### config.mk
export PLATFORM = sky130hd
export DESIGN_NAME = ocp_sh_top
export DESIGN_NICKNAME = d
export VERILOG_FILES = /design/src/rtl/ocp_sh_pkg.sv /design/src/rtl/ocp_sh_tick.sv /design/src/rtl/ocp_sh_ramp.sv /design/src/rtl/ocp_sh_ctrl.sv /design/src/rtl/ocp_sh_hold.sv /design/src/rtl/ocp_sh_top.sv
export SDC_FILE = /design/constraint.sdc
export NUM_CORES = 1
export LEC_CHECK = 0
export BUFFER_PORTS_ARGS = -buffer_cell sky130_fd_sc_hd__buf_2
export CORE_UTILIZATION = 56
export CTS_BUF_LIST = sky130_fd_sc_hd__clkbuf_4 sky130_fd_sc_hd__clkbuf_8
export DETAILED_ROUTE_END_ITERATION = 8
export PLACE_DENSITY_LB_ADDON = 0.1
export SETUP_SLACK_MARGIN = 0.15
export SYNTH_ARGS = -nofsm -noshare
export SYNTH_HDL_FRONTEND = slang
export SYNTH_SLANG_ARGS = --single-unit
### constraint.sdc
create_clock -name clk_i -period 2.95 [get_ports clk_i]
set_clock_uncertainty 0.15 [all_clocks]
set_input_delay 0.1475 -clock clk_i [delete_from_list [all_inputs] [get_ports clk_i]]
set_output_delay 0.1475 -clock clk_i [all_outputs]
set_load 0.05 [all_outputs]
### src/rtl/ocp_sh_pkg.sv
package ocp_sh_pkg;

  typedef enum logic [0:0] {
    ST_IDLE = 1'b0,
    ST_RAMP = 1'b1
  } sh_state_e;

  // cycles per ramp step; never below one
  function automatic int unsigned tick_div(input int unsigned max_cycles,
                                           input int unsigned steps);
    int unsigned d;
    d = max_cycles / steps;
    return (d < 1) ? 1 : d;
  endfunction

endpackage

### src/rtl/ocp_sh_tick.sv
module ocp_sh_tick #(
  parameter int unsigned DIV = 4
) (
  input  logic clk_i,
  input  logic rst_ni,
  input  logic run_i,
  output logic tick_o
);

  generate
    if (DIV <= 1) begin : g_direct
      logic unused_clk;
      assign unused_clk = clk_i ^ rst_ni;
      assign tick_o = run_i;
    end else begin : g_div
      localparam int unsigned DW = $clog2(DIV);
      localparam logic [DW-1:0] LAST = DW'(DIV - 1);
      logic [DW-1:0] cnt_q;

      always_ff @(posedge clk_i or negedge rst_ni) begin
        if (!rst_ni) begin
          cnt_q <= '0;
        end else if (!run_i || cnt_q == LAST) begin
          cnt_q <= '0;
        end else begin
          cnt_q <= cnt_q + 1'b1;
        end
      end

      assign tick_o = run_i && (cnt_q == LAST);
    end
  endgenerate

endmodule

### src/rtl/ocp_sh_ramp.sv
module ocp_sh_ramp #(
  parameter int unsigned CODE_W = 6
) (
  input  logic              clk_i,
  input  logic              rst_ni,
  input  logic              clr_i,
  input  logic              step_i,
  output logic [CODE_W-1:0] code_o,
  output logic              full_o
);

  logic [CODE_W-1:0] code_q;

  assign full_o = &code_q;
  assign code_o = code_q;

  always_ff @(posedge clk_i or negedge rst_ni) begin
    if (!rst_ni) begin
      code_q <= '0;
    end else if (clr_i) begin
      code_q <= '0;
    end else if (step_i && !full_o) begin
      code_q <= code_q + 1'b1;
    end
  end

endmodule

### src/rtl/ocp_sh_ctrl.sv
module ocp_sh_ctrl
  import ocp_sh_pkg::*;
(
  input  logic clk_i,
  input  logic rst_ni,
  input  logic start_i,
  input  logic cmp_i,
  input  logic supply_ok_i,
  input  logic tick_i,
  input  logic full_i,
  output logic run_o,
  output logic clr_o,
  output logic cap_o
);

  sh_state_e state_q, state_d;

  always_comb begin
    cap_o   = 1'b0;
    state_d = state_q;
    if (!supply_ok_i) begin
      state_d = ST_IDLE;
    end else begin
      unique case (state_q)
        ST_IDLE: if (start_i) state_d = ST_RAMP;
        ST_RAMP: begin
          if (cmp_i || (tick_i && full_i)) begin
            cap_o   = 1'b1;
            state_d = ST_IDLE;
          end
        end
        default: state_d = ST_IDLE;
      endcase
    end
  end

  assign run_o = (state_q == ST_RAMP) && supply_ok_i;
  // code returns to zero on the capture edge and whenever idle
  assign clr_o = (state_q == ST_IDLE) || !supply_ok_i || cap_o;

  always_ff @(posedge clk_i or negedge rst_ni) begin
    if (!rst_ni) state_q <= ST_IDLE;
    else         state_q <= state_d;
  end

endmodule

### src/rtl/ocp_sh_hold.sv
module ocp_sh_hold #(
  parameter int unsigned CODE_W = 6
) (
  input  logic              clk_i,
  input  logic              rst_ni,
  input  logic              supply_ok_i,
  input  logic              cap_i,
  input  logic [CODE_W-1:0] code_i,
  output logic [CODE_W-1:0] thr_o,
  output logic [CODE_W:0]   trip_o,
  output logic              en_o,
  output logic              done_o
);

  logic [CODE_W-1:0] thr_q;
  logic              en_q;
  logic              done_q;

  always_ff @(posedge clk_i or negedge rst_ni) begin
    if (!rst_ni) begin
      thr_q  <= '0;
      en_q   <= 1'b0;
      done_q <= 1'b0;
    end else if (!supply_ok_i) begin
      thr_q  <= '0;
      en_q   <= 1'b0;
      done_q <= 1'b0;
    end else begin
      done_q <= cap_i;
      if (cap_i) begin
        thr_q <= code_i;
        en_q  <= ~&code_i;  // full scale: open pin, protection off
      end
    end
  end

  assign thr_o  = thr_q;
  assign trip_o = {thr_q, 1'b0};
  assign en_o   = en_q;
  assign done_o = done_q;

endmodule

### src/rtl/ocp_sh_top.sv
module ocp_sh_top #(
  parameter int unsigned CODE_W            = 6,
  parameter int unsigned MAX_SAMPLE_CYCLES = 256
) (
  input  logic              clk_i,
  input  logic              rst_ni,
  input  logic              start_i,
  input  logic              cmp_i,
  input  logic              supply_ok_i,
  output logic [CODE_W-1:0] dac_code_o,
  output logic [CODE_W-1:0] thr_code_o,
  output logic [CODE_W:0]   trip_code_o,
  output logic              done_o,
  output logic              ocp_en_o
);

  localparam int unsigned STEPS    = 1 << CODE_W;
  localparam int unsigned TICK_DIV = ocp_sh_pkg::tick_div(MAX_SAMPLE_CYCLES, STEPS);

  logic run, clr, cap, tick, full;

  ocp_sh_ctrl u_ctrl (
    .clk_i       (clk_i),
    .rst_ni      (rst_ni),
    .start_i     (start_i),
    .cmp_i       (cmp_i),
    .supply_ok_i (supply_ok_i),
    .tick_i      (tick),
    .full_i      (full),
    .run_o       (run),
    .clr_o       (clr),
    .cap_o       (cap)
  );

  ocp_sh_tick #(.DIV(TICK_DIV)) u_tick (
    .clk_i  (clk_i),
    .rst_ni (rst_ni),
    .run_i  (run),
    .tick_o (tick)
  );

  ocp_sh_ramp #(.CODE_W(CODE_W)) u_ramp (
    .clk_i  (clk_i),
    .rst_ni (rst_ni),
    .clr_i  (clr),
    .step_i (tick),
    .code_o (dac_code_o),
    .full_o (full)
  );

  ocp_sh_hold #(.CODE_W(CODE_W)) u_hold (
    .clk_i       (clk_i),
    .rst_ni      (rst_ni),
    .supply_ok_i (supply_ok_i),
    .cap_i       (cap),
    .code_i      (dac_code_o),
    .thr_o       (thr_code_o),
    .trip_o      (trip_code_o),
    .en_o        (ocp_en_o),
    .done_o      (done_o)
  );

endmodule

==> metrics.sh <==
STATUS='completed'
GRT.OVERFLOW.TOTAL=0
ROUTED_WIRE_LENGTH_PER_INSTANCE_UM=14.4
VIAS=759
CRIT_FANOUT=8
GP_CONGESTION=0.849
POST_SYNTH_MOST_FREQUENT_CELLS='dfrtp_1, nand2_1, buf_4, a21oi_1, mux2i_1'
GRT_PASS1_VIAS=627
FINALSETUPVIOLCOUNT=0
POWER.STATIC_LEAKAGE_nW=0.514
REPORT.FINAL.SLEW_VIOL_COUNT=0
CORE-AREA_SQ_MM=0.00152
DRT_DRC_VIOLATIONS_LEFT=0
FINAL_MIN_PERIOD_NS=1.72
SYN_INST=95
ANTENNA_CELLS_INSERTED=0
SLOWEST_DELAY_NS=0.47
PLACEMENT.IO_BUFFERS=24
SYN_AVG_CELL_AREA_SQ_UM=9.80
ROUTE.FINAL.WIRE_LENGTH_UM=1860
DETAILEDPLACEMENTHPWL_UM=1250
POSTROUTEANTENNANETS=0
DRT_FIRST_ITER_VIOLATIONS=32
SYN-NUM-NETS=102
SYNTH_CELL_TYPE_COUNT=29
POST_SYNTH_INSTANCE_AREA_SQ_UM=931
POST_CTS_BUFFERS=0
FP.DIEW_UM=42.8
DESIGN.DIE.AREA_SQ_MM=0.00183
DP.CELLS=123
SYNTH-EDFF-COUNT=0
HTREE_DEPTH=1
YOSYSMOSTFREQUENTCELL='dfrtp_1'
CAP_VIOLATIONS=0
FF_LATCH_COUNT_SYNTH=17
FIRST_PASS_GRT_WIRE_LENGTH_UM=2950
SYNTH.TOP_CELL.AREA_SHARE_PCT=45.7
PERIOD_SHARE_PCT=58.4
NETLIST_TOP_CELLS_AREA='dfrtp_1, mux2i_1, nand2_1, buf_4, a21oi_1'
POSTSYNTH.TOPFLOPCELL='dfrtp_1'
SYNTHARSTFLOPSHARE_PCT=100
TRITONCTS_NUM_SINKS=17
TIMING_HOLD_VIOLATIONS_FINAL=0
KIND_OF_CELL_ADDING_THE_MOST_DELAY_TO_THE_CRITICAL_PATH='flip-flops'
YOSYSWARNINGS=0
DESIGN_POWER_TOTAL_uW=414
DRT-VIAS-PER-INSTANCE=5.88
PATH_CLK_SLEW_NS=0.10
CTSROOTBUFFERMASTER='clkbuf_4'
AREA_DELTA_SYNTH_FINAL_PCT=12.2
FIN_NETS=121
DRIVE_GT1_SHARE_PCT=28.3
GRT_MAX_DEGREE=19
TRITONCTS='built'
CRIT_ARRIVAL_NS=1.79
INITIAL_CELL_DENSITY_OF_THE_CORE_PCT=61.1
IR_DROP_WORST_CASE_VDD_mV=0.303
DPL_CELL_AREA_SQ_UM=995
HOLD_PATH_CLASS='in2reg'
CP-END-KIND='register'
ROW_COUNT=14
NUMBER_OF_ANTENNA_VIOLATIONS_AT_THE_FIRST_CHECK_IN_GLOBAL_ROUTING=0
FIN_SETUP_TNS_NS=0
CTS-BUFFERS-INSERTED=3
CP_SLOWEST_CELL='dfrtp_1'
FMAX_MHz=580
FLOORPLAN.DIE.HEIGHT_UM=42.8
CLOCKBUFFERDEPTH=2
CLOCK_LATENCY_NS=0.29
PWR_DENSITY_CELL_mW_PER_MM2=396
BUFFERS_AND_INVERTERS_ON_THE_WORST_PATH=0
WORSTSETUPPATHTYPE='reg2reg'
START_KIND='register'
TOTAL_GRT_USAGE_PCT=21.4
LAYOUT.CELL_AREA.NON_FILLER_SQ_MM=0.00104
SYNTH_SEQ_AREA_SHARE_PCT=45.7
CRITICAL_PATH_CELL_SEQUENCE='ha_1 > nand3_1 > o21ai_4 > mux2i_1'
RSZ0062_AT_GRT='false'
POST_LAYOUT_NONFILLER_INSTANCES=129
CP_DATA_REQUIRED_TIME_NS=3.02
RRSETUPSLACK_NS=1.23
FIRST_PASS_ITERS=5
CTS_RESIZED=0
POST-SYNTH-TOP-AREA-CELL='dfrtp_1'
TOP_LEVEL_PORTS=26
layer usage:
layer  wire, um  global-route usage [%]  vias up  share of wire [%]
li1           -                       -      359                  -
met1        857                    31.0      355                 46
met2        860                    32.1       41                 46
met3        120                    2.55        4                6.4
met4         24                    9.38        0                1.3
met5          0                       0        -                  0
registers in the layout, indices dropped and copies added (netlist names):
signal	cells
u_tick.g_div.cnt_q	2
u_hold.done_o	1
u_ramp.code_o	6
u_ctrl.state_q	1
u_hold.thr_o	6
u_hold.en_o	1
stage by stage:
| stage | utilization [%] | hold slack [ns] | worst slack (ns) |
|---|---|---|---|
| 2_1_floorplan | - | -0.298 | 1.11 |
| 3_3_place_gp | 65.3 | -0.0652 | 1.37 |
| 3_5_place_dp | 65.3 | -0.0629 | 1.27 |
| 4_1_cts | 68.6 | 0.0207 | 1.24 |
| 5_1_grt | 68.6 | 0.0409 | 1.16 |
| 6_report | 68.6 | 0.0315 | 1.23 |
what timing repair did:
item | in CTS | in global routing
hold endpoints to repair | 18 | 0
hold buffers | 2 | 0
setup endpoints to repair | 0 | 0
where the power goes:
group | internal [mW] | switching (mW) | total [mW]
sequential | 0.236 | 0.00390 | 0.240
combinational | 0.0112 | 0.0280 | 0.0393
clock | 0.0619 | 0.0729 | 0.135
logic make-up (layout without fill, tap and decap cells):
family | after synthesis | count (layout) | synth area share, %
XOR/XNOR | 2 | 2 | 1.88
AO/OA/AOI/OAI | 18 | 18 | 13.2
other | 1 | 1 | 0.403
buffers and inverters | 15 | 33 | 9.41
flip-flops | 17 | 17 | 45.7
AND/OR/NAND/NOR | 34 | 34 | 20.3
multiplexers | 6 | 6 | 6.45
adder cells (fa/ha/maj) | 2 | 2 | 2.69
layout by cell type, fill, tap and decap left out, types with 2 or more instances in the layout:
cell type      netlist  final
xor2_1               2      2
nand3_1              3      3
buf_2                4     24
o211ai_1             2      2
dlygate4sd3_1        0      2
nand4_1              3      3
a21oi_1              6      6
o21ai_0              5      5
or3_1                2      2
nand2b_1             3      3
dfrtp_1             17     17
ha_1                 2      2
nor2_1               2      2
mux2i_1              6      6
nand2_1             15     15
inv_1                3      3
clkbuf_4             0      4
path summary, 6_finish.rpt:
kind | end | cells after the start | from
worst max-delay path | u_hold.thr_o[0]$_DFFE_PN0P_ | 4 | u_ramp.code_o[0]$_DFFE_PN0P_
worst min-delay path | u_hold.done_o$_DFF_PN0_ | 3 | cmp_i
worst max register to register | u_hold.thr_o[0]$_DFFE_PN0P_ | 4 | u_ramp.code_o[0]$_DFFE_PN0P_
worst min register to register | u_tick.g_div.cnt_q[0]$_DFF_PN0_ | 1 | u_tick.g_div.cnt_q[0]$_DFF_PN0_
max in group asynchronous | u_ramp.code_o[5]$_DFFE_PN0P_ | 2 | rst_ni
min in group asynchronous | u_hold.thr_o[4]$_DFFE_PN0P_ | 2 | rst_ni
layout make-up:
class	instances	area [sq um]
fillers	124	479
repair buffers	26	140
clock buffers	4	30.0
flip-flops and latches	17	425
well taps	16	20.0
multi-input cells	63	418
inverters	3	11.3
tightest hold or removal path, cell delays in order:
cell and delay (ns):
buf_2 0.13, inv_1 0.09, a21oi_1 0.07
Power figures use the tool's default switching activity.
